### src/rtl/ls_conf_pkg.sv
package ls_conf_pkg;
  // Access size encodings, byte count is 1 << code
  typedef enum logic [1:0] {
    ACC_B1 = 2'd0,
    ACC_B2 = 2'd1,
    ACC_B4 = 2'd2,
    ACC_B8 = 2'd3
  } acc_size_e;

  function automatic int unsigned size_bytes(input logic [1:0] code);
    return 32'd1 << code;
  endfunction
endpackage

### src/rtl/ls_byte_mask.sv
module ls_byte_mask
  import ls_conf_pkg::*;
#(
  parameter int WIN   = 16,
  parameter int OFF_W = 4
) (
  input  logic [OFF_W-1:0] off_i,
  input  logic [1:0]       size_i,
  output logic [WIN-1:0]   mask_o,
  output logic             cross_o
);
  localparam int SPAN_W = 2 * WIN;

  logic [WIN-1:0]    run;
  logic [SPAN_W-1:0] span;
  int unsigned       nbytes;

  always_comb begin
    nbytes = size_bytes(size_i);
    for (int b = 0; b < WIN; b++) begin
      run[b] = (b < nbytes);
    end
    span    = {{WIN{1'b0}}, run} << off_i;
    mask_o  = span[WIN-1:0];
    cross_o = |span[SPAN_W-1:WIN];
  end
endmodule

### src/rtl/ls_slot_reg.sv
module ls_slot_reg #(
  parameter int TAG_W = 8,
  parameter int WIN   = 16
) (
  input  logic             clk,
  input  logic             rst_n,
  input  logic             set_i,
  input  logic             rel_i,
  input  logic [TAG_W-1:0] tag_i,
  input  logic [WIN-1:0]   mask_i,
  input  logic             cross_i,
  output logic             valid_o,
  output logic [TAG_W-1:0] tag_o,
  output logic [WIN-1:0]   mask_o,
  output logic             cross_o
);
  logic             valid_d;
  logic             valid_q;
  logic [TAG_W-1:0] tag_q;
  logic [WIN-1:0]   mask_q;
  logic             cross_q;

  // next state: set has priority over release
  always_comb begin
    valid_d = valid_q;
    if (set_i) begin
      valid_d = 1'b1;
    end else if (rel_i) begin
      valid_d = 1'b0;
    end
  end

  always_ff @(posedge clk or negedge rst_n) begin
    if (!rst_n) begin
      valid_q <= 1'b0;
    end else begin
      valid_q <= valid_d;
    end
  end

  // captured fields, clock enable is the set strobe
  always_ff @(posedge clk or negedge rst_n) begin
    if (!rst_n) begin
      tag_q   <= '0;
      mask_q  <= '0;
      cross_q <= 1'b0;
    end else if (set_i) begin
      tag_q   <= tag_i;
      mask_q  <= mask_i;
      cross_q <= cross_i;
    end
  end

  assign valid_o = valid_q;
  assign tag_o   = tag_q;
  assign mask_o  = mask_q;
  assign cross_o = cross_q;
endmodule

### src/rtl/ls_pair_cmp.sv
module ls_pair_cmp #(
  parameter int TAG_W = 8,
  parameter int WIN   = 16
) (
  input  logic             va_i,
  input  logic             vb_i,
  input  logic [TAG_W-1:0] tag_a_i,
  input  logic [TAG_W-1:0] tag_b_i,
  input  logic [WIN-1:0]   mask_a_i,
  input  logic [WIN-1:0]   mask_b_i,
  input  logic             cross_a_i,
  input  logic             cross_b_i,
  output logic             hit_o
);
  logic             tag_eq;
  logic             b_next_of_a;
  logic             a_next_of_b;
  logic             byte_ovl;
  logic [TAG_W-1:0] tag_a_inc;
  logic [TAG_W-1:0] tag_b_inc;

  always_comb begin
    tag_a_inc   = tag_a_i + 1'b1;
    tag_b_inc   = tag_b_i + 1'b1;
    tag_eq      = (tag_a_i == tag_b_i);
    b_next_of_a = (tag_b_i == tag_a_inc);
    a_next_of_b = (tag_a_i == tag_b_inc);
    byte_ovl    = |(mask_a_i & mask_b_i);
    hit_o = va_i && vb_i &&
            ((tag_eq && byte_ovl) ||
             (cross_a_i && (tag_eq || b_next_of_a)) ||
             (cross_b_i && (tag_eq || a_next_of_b)));
  end
endmodule

### src/rtl/ls_conflict_det.sv
module ls_conflict_det #(
  parameter int N      = 4,
  parameter int ADDR_W = 64,
  parameter int TAG_LO = 4,
  parameter int TAG_HI = 11
) (
  input  logic                clk,
  input  logic                rst_n,
  input  logic [N-1:0]        set_i,
  input  logic [N-1:0]        rel_i,
  input  logic [N*ADDR_W-1:0] addr_i,
  input  logic [2*N-1:0]      size_i,
  output logic [N*N-1:0]      conflict_o
);
  localparam int TAG_W = TAG_HI - TAG_LO + 1;
  localparam int WIN   = 1 << TAG_LO;
  localparam int OFF_W = TAG_LO;

  logic [N-1:0]       slot_valid;
  logic [N*TAG_W-1:0] slot_tag_flat;
  logic [N*WIN-1:0]   slot_mask_flat;
  logic [N-1:0]       slot_cross;
  logic [N*WIN-1:0]   new_mask_flat;
  logic [N-1:0]       new_cross;

  for (genvar k = 0; k < N; k++) begin : g_slot
    logic [ADDR_W-1:0] a;
    assign a = addr_i[k*ADDR_W +: ADDR_W];

    ls_byte_mask #(.WIN(WIN), .OFF_W(OFF_W)) u_mask (
      .off_i  (a[OFF_W-1:0]),
      .size_i (size_i[2*k +: 2]),
      .mask_o (new_mask_flat[k*WIN +: WIN]),
      .cross_o(new_cross[k])
    );

    ls_slot_reg #(.TAG_W(TAG_W), .WIN(WIN)) u_reg (
      .clk    (clk),
      .rst_n  (rst_n),
      .set_i  (set_i[k]),
      .rel_i  (rel_i[k]),
      .tag_i  (a[TAG_HI:TAG_LO]),
      .mask_i (new_mask_flat[k*WIN +: WIN]),
      .cross_i(new_cross[k]),
      .valid_o(slot_valid[k]),
      .tag_o  (slot_tag_flat[k*TAG_W +: TAG_W]),
      .mask_o (slot_mask_flat[k*WIN +: WIN]),
      .cross_o(slot_cross[k])
    );
  end

  for (genvar i = 0; i < N; i++) begin : g_row
    for (genvar j = 0; j < N; j++) begin : g_col
      if (i == j) begin : g_self
        assign conflict_o[i*N+j] = 1'b0;
      end else begin : g_pair
        ls_pair_cmp #(.TAG_W(TAG_W), .WIN(WIN)) u_cmp (
          .va_i     (slot_valid[i]),
          .vb_i     (slot_valid[j]),
          .tag_a_i  (slot_tag_flat[i*TAG_W +: TAG_W]),
          .tag_b_i  (slot_tag_flat[j*TAG_W +: TAG_W]),
          .mask_a_i (slot_mask_flat[i*WIN +: WIN]),
          .mask_b_i (slot_mask_flat[j*WIN +: WIN]),
          .cross_a_i(slot_cross[i]),
          .cross_b_i(slot_cross[j]),
          .hit_o    (conflict_o[i*N+j])
        );
      end
    end
  end
endmodule

### config.mk
export PLATFORM = sky130hd
export DESIGN_NAME = ls_conflict_det
export DESIGN_NICKNAME = d
export VERILOG_FILES = /design/src/rtl/ls_conf_pkg.sv /design/src/rtl/ls_byte_mask.sv /design/src/rtl/ls_slot_reg.sv /design/src/rtl/ls_pair_cmp.sv /design/src/rtl/ls_conflict_det.sv
export SDC_FILE = /design/constraint.sdc
export NUM_CORES = 1
export LEC_CHECK = 0
export ABC_AREA = 0
export BUFFER_PORTS_ARGS = -buffer_cell sky130_fd_sc_hd__buf_2
export CORE_AREA = 2 2 238 240
export DETAILED_ROUTE_END_ITERATION = 8
export DIE_AREA = 0 0 240 242
export SETUP_SLACK_MARGIN = 0.5
export SLEW_MARGIN = 20
export SYNTH_ARGS = -nofsm -noshare
export SYNTH_HDL_FRONTEND = slang
export SYNTH_HIERARCHICAL = 1
export SYNTH_SLANG_ARGS = --single-unit
### constraint.sdc
create_clock -name clk -period 5.8 [get_ports clk]
set_input_delay 0 -clock clk [delete_from_list [all_inputs] [get_ports clk]]
set_output_delay 0 -clock clk [all_outputs]
set_load 0.01 [all_outputs]
After elaboration in Yosys (flattened, before gate mapping)
Cells that the tools add are included.
{"block": "totals", "register_bits": 104, "latch_bits": 0, "ram_bits": 0, "romBits": 0, "input_bits": 274, "out_inout_bits": 16, "elab_cells": 246, "mem_count": 0}
{"block": "op_classes", "n_addsub": 4, "n_mul": 0, "div_mod_pow": 0, "magnitude_cmp": 64, "n_eq_ne": 24, "shift": 8, "muxes": 8, "bitwise": 6, "n_reduce_logical": 116}
{"operator": "< comparator 4 x 32 -> 1 bit, first input constant", "n": 32}
{"operator": "< comparator 3 x 32 -> 1 bit, first input constant", "n": 16}
{"operator": "< comparator 1 x 32 -> 1 bit, first input constant", "n": 8}
{"operator": "< comparator 2 x 32 -> 1 bit, first input constant", "n": 8}
{"operator": "equality test 8 bit", "n": 24}
{"operator": "OR reduction 16 bit", "n": 10}
{"operator": "<< shifter 1 x 2 -> 32 bit, first input constant", "n": 4}
{"operator": "<< shifter 16 x 4 -> 32 bit", "n": 4}
{"operator": "bitwise AND 16 bit", "n": 6}
{"operator": "logical AND 1 bit", "n": 54}
{"operator": "logical OR 1 bit", "n": 48}
{"operator": "adder 8 x 1 -> 8 bit, second input constant", "n": 4}
{"operator": "2-to-1 mux 1 bit", "n": 8}
{"operator": "nonzero test 2 bit", "n": 4}

Logic depth before layout (Yosys ltp)
Gate-level depths: netlist (run 1).
{"block": "depth", "word_depth": 7, "ltp_mapped": 7, "mapped_depth_nobuf": 6}

Cells and area by module
The synthesis (run 1) kept the hierarchy.
{"module": "ls_pair_cmp", "instances": 12, "cells_each": 85, "area_per_inst_um2": 623.1, "seq_area_each_um2": 0.0}
{"module": "ls_slot_reg", "instances": 4, "cells_each": 56, "area_per_inst_um2": 1066.0, "seq_area_each_um2": 650.6}
{"module": "ls_byte_mask", "instances": 4, "cells_each": 78, "area_per_inst_um2": 480.5, "seq_area_each_um2": 0.0}
{"module": "ls_conflict_det", "instances": 1, "cells_each": 5, "area_per_inst_um2": 33.8, "seq_area_each_um2": 0.0}

Worst setup path before layout (run 1)
Ideal clock, no wire load.
{"block": "synth_path", "kind": "register -> output", "startpoint": "reg g_slot[2].u_reg.tag_q[1]", "endpoint": "out conflict_o[11]", "arrival_time_ns": 2.319, "required_time_ns": 5.800, "slack_ns": 3.481, "path_stages_with_launch": 7, "n_path_buf": 0, "path_cell_list": "dfrtp_1 -> ha_1 -> nand3_2 -> or4b_1 -> a41oi_2 -> o211ai_1 -> o211ai_2"}
{"block": "synth_between", "elab_chain_len": 7, "elab_cells_between_ends": 12, "classes_between": "1 x add/sub; 3 x eq/ne; 8 x reduce/logical"}
{"element": "start: declaration", "line": "ls_slot_reg.sv:19", "text": "logic [TAG_W-1:0] tag_q;"}
{"element": "start signal: assignment", "line": "ls_slot_reg.sv:48", "text": "tag_q <= tag_i;"}
{"element": "adder 8 x 1 -> 8 bit", "line": "ls_pair_cmp.sv:23", "text": "tag_a_inc = tag_a_i + 1'b1;"}
{"element": "equality test 8 bit", "line": "ls_pair_cmp.sv:26", "text": "b_next_of_a = (tag_b_i == tag_a_inc);"}
{"element": "logical OR 1 bit", "line": "ls_pair_cmp.sv:31", "text": "(cross_a_i && (tag_eq || b_next_of_a)) ||"}
{"element": "logical AND 1 bit", "line": "ls_pair_cmp.sv:31"}
{"element": "logical OR 1 bit", "line": "ls_pair_cmp.sv:30", "text": "((tag_eq && byte_ovl) ||"}
{"element": "logical OR 1 bit *", "line": "ls_pair_cmp.sv:31"}
{"element": "logical AND 1 bit *", "line": "ls_pair_cmp.sv:29", "text": "hit_o = va_i && vb_i &&"}
{"element": "end: declaration", "line": "ls_conflict_det.sv:13", "text": "output logic [N*N-1:0] conflict_o"}
Every way passes the cells marked *; elsewhere a longest branch is shown, timed or not.

Final worst setup path (run 1)
{"block": "layout_path", "startpoint": "reg g_slot[2].u_reg.tag_q[1]", "endpoint": "out conflict_o[6]"}
{"block": "layout_between", "elab_chain_len": 6, "elab_cells_between_ends": 12, "classes_between": "1 x add/sub; 3 x eq/ne; 8 x reduce/logical"}
{"element": "adder 8 x 1 -> 8 bit (tied with other cells)", "line": "ls_pair_cmp.sv:24", "text": "tag_b_inc = tag_b_i + 1'b1;"}
{"element": "equality test 8 bit or logical OR 1 bit (tied branches)", "line": "ls_pair_cmp.sv:27, ls_pair_cmp.sv:31"}
{"element": "logical OR 1 bit or logical AND 1 bit (tied branches)", "line": "ls_pair_cmp.sv:32, ls_pair_cmp.sv:31"}
{"element": "logical AND 1 bit or logical OR 1 bit (tied branches)", "line": "ls_pair_cmp.sv:32, ls_pair_cmp.sv:30"}
{"element": "logical OR 1 bit *", "line": "ls_pair_cmp.sv:31"}
{"element": "logical AND 1 bit *", "line": "ls_pair_cmp.sv:29"}
Marked as above.

==> impl_metrics.env, run 1 <==
export IMPL_status="finished, final reports clean"
export IMPL_grt_max_degree=66
export IMPL_worstMarginPinSlew_ns=1.07
export IMPL_place_ws_ns=2.94
export IMPL_drtAntennaViolNets=0
export IMPL_rsz0062_at_grt="no"
export IMPL_core_um2=55700
export IMPL_p_per_area_nw_per_um2=196
export IMPL_syn_area_um2=13700
export IMPL_fin_area_um2=15100
export IMPL_syn_to_final_growth_pct=10.6
export IMPL_cp_arrival_ns=3.30
export IMPL_period_minus_slack_ns=3.30
export IMPL_path_class="reg2out"
export IMPL_worst_r2r_path_depth=1
export IMPL_numPortBuffers=77
export IMPL_die_h_um=242
export IMPL_clock_latency_ns=0.37
export IMPL_required_ns=5.80
export IMPL_max_slew_margin_rel_pct=28.6
export IMPL_layout_setup_ws_ns=2.50
export IMPL_wl_mm=42.6
export IMPL_ys_ff_latch=104
export IMPL_cts_tree="yes"
export IMPL_cts_root_buffer="clkbuf_16"
export IMPL_ios=290
export IMPL_fill_cells=5977
export IMPL_grt_pass1_wl_mm=67.8
export IMPL_ys_warn_count=6
export IMPL_final_nets=1919
export IMPL_dp_hpwl_mm=29.6
export IMPL_grt_pass1_vias=12305
export IMPL_grt_overflow=0
export IMPL_synth_cells=1561
export IMPL_yosys_most_used_dff="dfrtp_1"
export IMPL_r2r_end="g_slot[0].u_reg/tag_o[6]$_DFFE_PN0P_"
export IMPL_postCtsSetupBuffers=0
export IMPL_cpMaxStageDelayCell="dfrtp_1"
export IMPL_path_cells="buf_4 -> ha_1 -> nand3_1 -> or3_4 -> a2111oi_4 -> o211ai_1 -> o211ai_2 -> buf_2"
export IMPL_dr_pass1_iters=6
export IMPL_whs_path_depth=3
export IMPL_end_kind="output port"
export IMPL_synth_largest_area_cell="dfrtp_1"
export IMPL_place_congestion=0.854
export IMPL_post_route_util_pct=27.2
export IMPL_syn_avg_cell_area_um2=8.77
export IMPL_wl_per_cell_um=17.9
export IMPL_chipWidth_um=240
export IMPL_synth_top_area_share_pct=19.0
export IMPL_initial_utilization_pct=24.6
export IMPL_setup_viol=0
export IMPL_drive_above_1_share_pct=21.7
export IMPL_num_vias=12971
export IMPL_clock_sink_count=104
export IMPL_cap_violations=0
export IMPL_grt_usage_pct=14.3
export IMPL_ys_top_cells_by_area="dfrtp_1, mux2_4, xor2_1"
export IMPL_reg2reg_slack_ns=4.39
export IMPL_drc=0
export IMPL_rows=87
export IMPL_placed_area_um2=14500
export IMPL_clockBufferDepth=2
export IMPL_min_period_over_period_pct=56.9
export IMPL_power_leakage_nw=5.71
export IMPL_seq_area_frac_synth_pct=19.0
export IMPL_hp_start="addr_i[67]"
export IMPL_antenna_found_initial=4
export IMPL_hold_violations=0
export IMPL_whs_endpoint="g_slot[1].u_reg/mask_o[4]$_DFFE_PN0P_"
export IMPL_hp_class="in2reg"
export IMPL_path_max_fanout=18
export IMPL_htree_levels=3
export IMPL_numCtsBuffers=9
export IMPL_fin_setup_tns_ns=0
export IMPL_critPathMaxStageDelay_ns=0.91
export IMPL_routed_via_density=5.45
export IMPL_worstReg2RegStart="g_slot[0].u_reg/tag_o[6]$_DFFE_PN0P_"
export IMPL_fmax_mhz=303
export IMPL_skew_ns=0
export IMPL_drv_slew=0
export IMPL_ys_types=64
export IMPL_clk_pin_slew_ns=0.07
export IMPL_synth_edff_count=0
export IMPL_worst_ir_drop_vdd_mv=0.164
export IMPL_drt_iter0_drc=938
export IMPL_die_area_um2=58100
export IMPL_async_flop_share_pct=100
export IMPL_start_kind="flip-flop"
-- logic make-up (layout without fill, tap and decap cells) --
kind of cell / Yosys count / count (layout) / share of synthesized area [%]
DFF: 104 / 104 / 19.0
AOI/OAI and AO/OA: 372 / 372 / 23.5
buffers and inverters: 140 / 201 / 6.76
other: 1 / 5 / 0.0274
xor gates and xnor gates: 184 / 184 / 11.8
adders and majority gates: 24 / 24 / 2.19
muxes: 116 / 116 / 11.5
and+or+nand+nor: 620 / 620 / 25.3
-- worst max path at each step --
stage / startpoint / endpoint / depth (start not counted)
after CTS: g_slot[2].u_reg/tag_o[1]$_DFFE_PN0P_ / conflict_o[6] / 8
final: g_slot[2].u_reg/tag_o[1]$_DFFE_PN0P_ / conflict_o[6] / 8
after floorplan: g_slot[2].u_reg/tag_o[1]$_DFFE_PN0P_ / conflict_o[11] / 6
after global placement: g_slot[2].u_reg/tag_o[1]$_DFFE_PN0P_ / conflict_o[6] / 8
after global routing: g_slot[2].u_reg/tag_o[1]$_DFFE_PN0P_ / conflict_o[6] / 8
after detailed placement: g_slot[2].u_reg/tag_o[1]$_DFFE_PN0P_ / conflict_o[6] / 8
-- stage by stage --
step	hold WS, ns	std cells	power (W)
final	0.122	2382	0.00296
after global routing	0.154	2382	0.00315
after CTS	0.0935	2381	0.00297
after detailed placement	0.0149	2329	0.00232
after global placement	0.00796	2329	0.00228
after floorplan	-0.296	1564	0.00198
-- area by class of cell --
cell class	count	area (um2)	share of cell area (%)
tap	756	946	6.25
inverter	44	165	1.09
clock buffer	9	225	1.49
clock inverter	6	53.8	0.355
sequential	104	2600	17.2
timing repair buffer	142	968	6.40
multi-input combinational	1320	10200	67.2
antenna	1	2.50	0.0165
-- placed cells by master, fill, tap and decap left out, types with 29 or more instances in the layout --
cell type / n
xnor2_1: 88
buf_2: 76
nor3_1: 72
inv_1: 40
mux2_4: 76
buf_4: 29
xor2_1: 96
nand2_1: 160
dlygate4sd3_1: 37
o21ai_0: 40
nand3_1: 88
a22oi_1: 48
o211ai_1: 48
dfrtp_1: 104
nor4_1: 40
nor2_1: 72
-- what timing repair did --
action	in CTS	in global routing
hold endpoints to repair	75	0
gates resized for setup	0	0
hold buffers	37	0
-- flip-flops by register name, summed over array words and instances, names as in the netlist --
register and cells:
g_slot.u_reg/tag_o 32, g_slot.u_reg/valid_o 4, g_slot.u_reg/cross_o 4, g_slot.u_reg/mask_o 64
-- per-layer routing --
layer,global-route usage [%],wire (um),part of all wire [%],up-vias
met4,4.91,1030,2.4,4
met5,0,24,0.056,-
li1,-,-,-,6072
met2,24.4,20900,49,425
met3,1.96,2350,5.5,75
met1,18.3,18300,43,6395
-- synthesized netlist by cell type, drive strengths merged, types with 12 or more instances --
library cell    n
o211ai         60
xnor2          88
a211o          16
a31o           12
o21bai         12
nand2         160
nor2           72
a221o          12
nor4           40
and3b          12
a221oi         12
or4b           36
or3            12
ha             24
a41oi          12
nand3         100
a22oi          52
mux2i          16
and4           12
buf            68
nand4          24
xor2           96
o21ai          52
dfrtp         104
a2111oi        12
a22o           12
clkbuf         28
nor3           72
a21oi          20
or3b           12
a222oi         12
or2            20
o22ai          20
and2           16
inv            44
mux2          100
a211oi         20
nand4b         12
-- where the power goes --
part	leakage (nW)	switching (W)	internal, W
logic	4.27	0.000800	0.000574
registers	1.31	0.000178	0.000793
clock network	0.134	0.000318	0.000296
-- worst max-delay path: cells and delay by family, from the launching register on --
| family | cells | cell delay (ns) |
|---|---|---|
| AOI/OAI and AO/OA | 3 | 0.71 |
| adders and majority gates | 1 | 0.21 |
| buffers and inverters | 2 | 0.54 |
| DFF | 1 | 0.91 |
| and+or+nand+nor | 2 | 0.55 |
No activity file was read; power rests on OpenSTA's default activity.
==> run 2: changes to the inputs <==
==> constraint.sdc (replaced) <==
create_clock -name clk -period 3 [get_ports clk]
set_input_delay 0 -clock clk [delete_from_list [all_inputs] [get_ports clk]]
set_output_delay 0 -clock clk [all_outputs]
set_load 0.01 [all_outputs]
==> run 2 against run 1 <==
Via count up 4.6%. Sequential share of layout area down 1.3 points. Clock skew is the same. Global-route usage grew 1.3 points. Cell count rose by 4.4%. Combinational power is 130% higher. Wire length grew 10%. Largest cell class unchanged.
==> impl_metrics.env, run 2 (synthesis gave the netlist of run 1 again) <==
export IMPL_cap_violations=0
export IMPL_num_vias=13563
export IMPL_period_minus_slack_ns=2.54
export IMPL_drive_above_1_share_pct=31.7
export IMPL_timing_critical_path_buf_inv=3
export IMPL_end_kind="output port"
export IMPL_clock_latency_ns=0.37
export IMPL_routed_via_density=5.46
export IMPL_fmax_mhz=394
export IMPL_wl_per_cell_um=18.8
export IMPL_cp_arrival_ns=2.54
export IMPL_clock_sink_count=104
export IMPL_chipWidth_um=240
export IMPL_fill_cells=5873
export IMPL_largest_reg_flops=64
export IMPL_max_slew_margin_rel_pct=44.4
export IMPL_hp_class="in2reg"
export IMPL_mostFrequentLayoutCells="nand2_1, buf_4, xnor2_1, xor2_1, dfrtp_1"
export IMPL_grtUsageMet3_pct=2.61
export IMPL_initial_utilization_pct=24.6
export IMPL_drtAntennaViolNets=0
export IMPL_dp_hpwl_mm=31.8
export IMPL_antenna_found_initial=4
export IMPL_place_congestion=0.878
export IMPL_min_period_over_period_pct=84.7
export IMPL_numPortBuffers=77
export IMPL_cts_root_buffer="clkbuf_16"
export IMPL_htree_levels=3
export IMPL_power_total_w=0.00627
export IMPL_grt_overflow=0
export IMPL_n_antenna_cell=0
export IMPL_final_nets=2023
export IMPL_multi_input_area_um2=10700
export IMPL_numPlacedInstances=2378
export IMPL_path_class="reg2out"
export IMPL_dr_pass1_iters=8
export IMPL_drv_slew=0
export IMPL_rsz0062_at_grt="yes"
export IMPL_grt_max_degree=55
export IMPL_hold_violations=0
export IMPL_cp_top_family="compound AO/OA/AOI/OAI gates"
export IMPL_drc=0
export IMPL_met1_usage_pct=19.5
export IMPL_die_h_um=242
export IMPL_met2_usage_pct=26.9
export IMPL_skew_ns=0
export IMPL_syn_to_final_growth_pct=22.7
export IMPL_fin_setup_tns_ns=0
export IMPL_path_max_fanout=5
export IMPL_grt_usage_pct=15.6
export IMPL_ios=290
export IMPL_cpMaxStageDelayCell="dfrtp_4"
export IMPL_numCtsBuffers=9
export IMPL_regArea_um2=2670
export IMPL_clk_pin_slew_ns=0.08
export IMPL_path_cells="buf_6 -> buf_4 -> xor2_1 -> nand3_2 -> a2111oi_4 -> o211ai_1 -> o211ai_2 -> buf_2"
export IMPL_drt_iter0_drc=1083
export IMPL_grt_pass1_vias=12927
export IMPL_setup_viol=0
export IMPL_worstMarginPinSlew_ns=0.834
export IMPL_clockBufferDepth=2
export IMPL_power_leakage_nw=6.37
export IMPL_critPathMaxStageDelay_ns=0.52
export IMPL_grt_busiest_layer="met2"
export IMPL_wl_mm=46.8
export IMPL_die_area_um2=58100
export IMPL_p_per_area_nw_per_um2=373
export IMPL_rows=87
export IMPL_start_kind="flip-flop"
export IMPL_worst_ir_drop_vdd_mv=0.329
export IMPL_status="finished, final reports clean"
export IMPL_layout_cells_most_common="nand2_1"
export IMPL_final_cells=2486
export IMPL_place_ws_ns=0.417
export IMPL_grt_pass1_wl_mm=72.8
export IMPL_core_um2=55700
export IMPL_required_ns=3.00
export IMPL_cts_tree="yes"
export IMPL_layout_setup_ws_ns=0.460
run 2: layout make-up:
class | instances | share of cell area [%]
repair buffers | 246 | 12.3
multi-input cells | 1320 | 63.5
flip-flops and latches | 104 | 15.9
clock inverters | 6 | 0.305
clock buffers | 10 | 1.36
well taps | 756 | 5.63
inverters | 44 | 0.982
run 2: power by group:
part / total [W] / internal [W] / switching [W]
sequential: 0.00196 / 0.00155 / 0.000413
clock: 0.00118 / 0.000574 / 0.000602
combinational: 0.00313 / 0.00144 / 0.00169
total: 0.00627 / 0.00357 / 0.00270
run 2: path summary, 6_finish.rpt:
kind                                                      start                                     end  slack [ns]  depth (start not counted)
setup / recovery           g_slot[2].u_reg/tag_o[0]$_DFFE_PN0P_                           conflict_o[6]        0.46                          8
hold / removal                                      addr_i[131]   g_slot[2].u_reg/mask_o[7]$_DFFE_PN0P_        0.12                          3
setup reg to reg           g_slot[1].u_reg/tag_o[1]$_DFFE_PN0P_    g_slot[1].u_reg/tag_o[1]$_DFFE_PN0P_        1.74                          3
hold reg to reg            g_slot[2].u_reg/tag_o[4]$_DFFE_PN0P_    g_slot[2].u_reg/tag_o[4]$_DFFE_PN0P_        0.58                          1
max in group asynchronous                                 rst_n    g_slot[2].u_reg/tag_o[2]$_DFFE_PN0P_        1.94                          3
min in group asynchronous                                 rst_n  g_slot[3].u_reg/mask_o[10]$_DFFE_PN0P_        0.17                          2
run 2: layer usage:
metal | up-vias | wire length (um)
li1 | 6276 | -
met1 | 6721 | 19800
met2 | 462 | 23300
met3 | 98 | 2350
met4 | 6 | 1380
met5 | - | 37
run 2: through the flow:
| step | util (%) | hold WS, ns | cell area (um2) |
|---|---|---|---|
| after floorplan | - | -0.296 | 13700 |
| after global placement | 26.9 | 0.0431 | 15000 |
| after detailed placement | 26.9 | 0.0441 | 15000 |
| after CTS | 29.6 | 0.0986 | 16500 |
| after global routing | 30.2 | 0.149 | 16800 |
| final | 30.2 | 0.123 | 16800 |
run 2: timing repair:
item	4_1_cts	5_1_grt
gates resized for setup	98	49
hold endpoints to repair	80	0
pin swaps	46	21
gates cloned	3	0
hold buffers	37	0
setup endpoints to repair	12	12
setup buffers	46	6
run 2: tightest hold or removal path: cells and delay by family:
| kind | cells | cell delay (ns) |
|---|---|---|
| muxes | 1 | 0.14 |
| buffers and inverters | 1 | 0.19 |
| and+or+nand+nor | 1 | 0.13 |
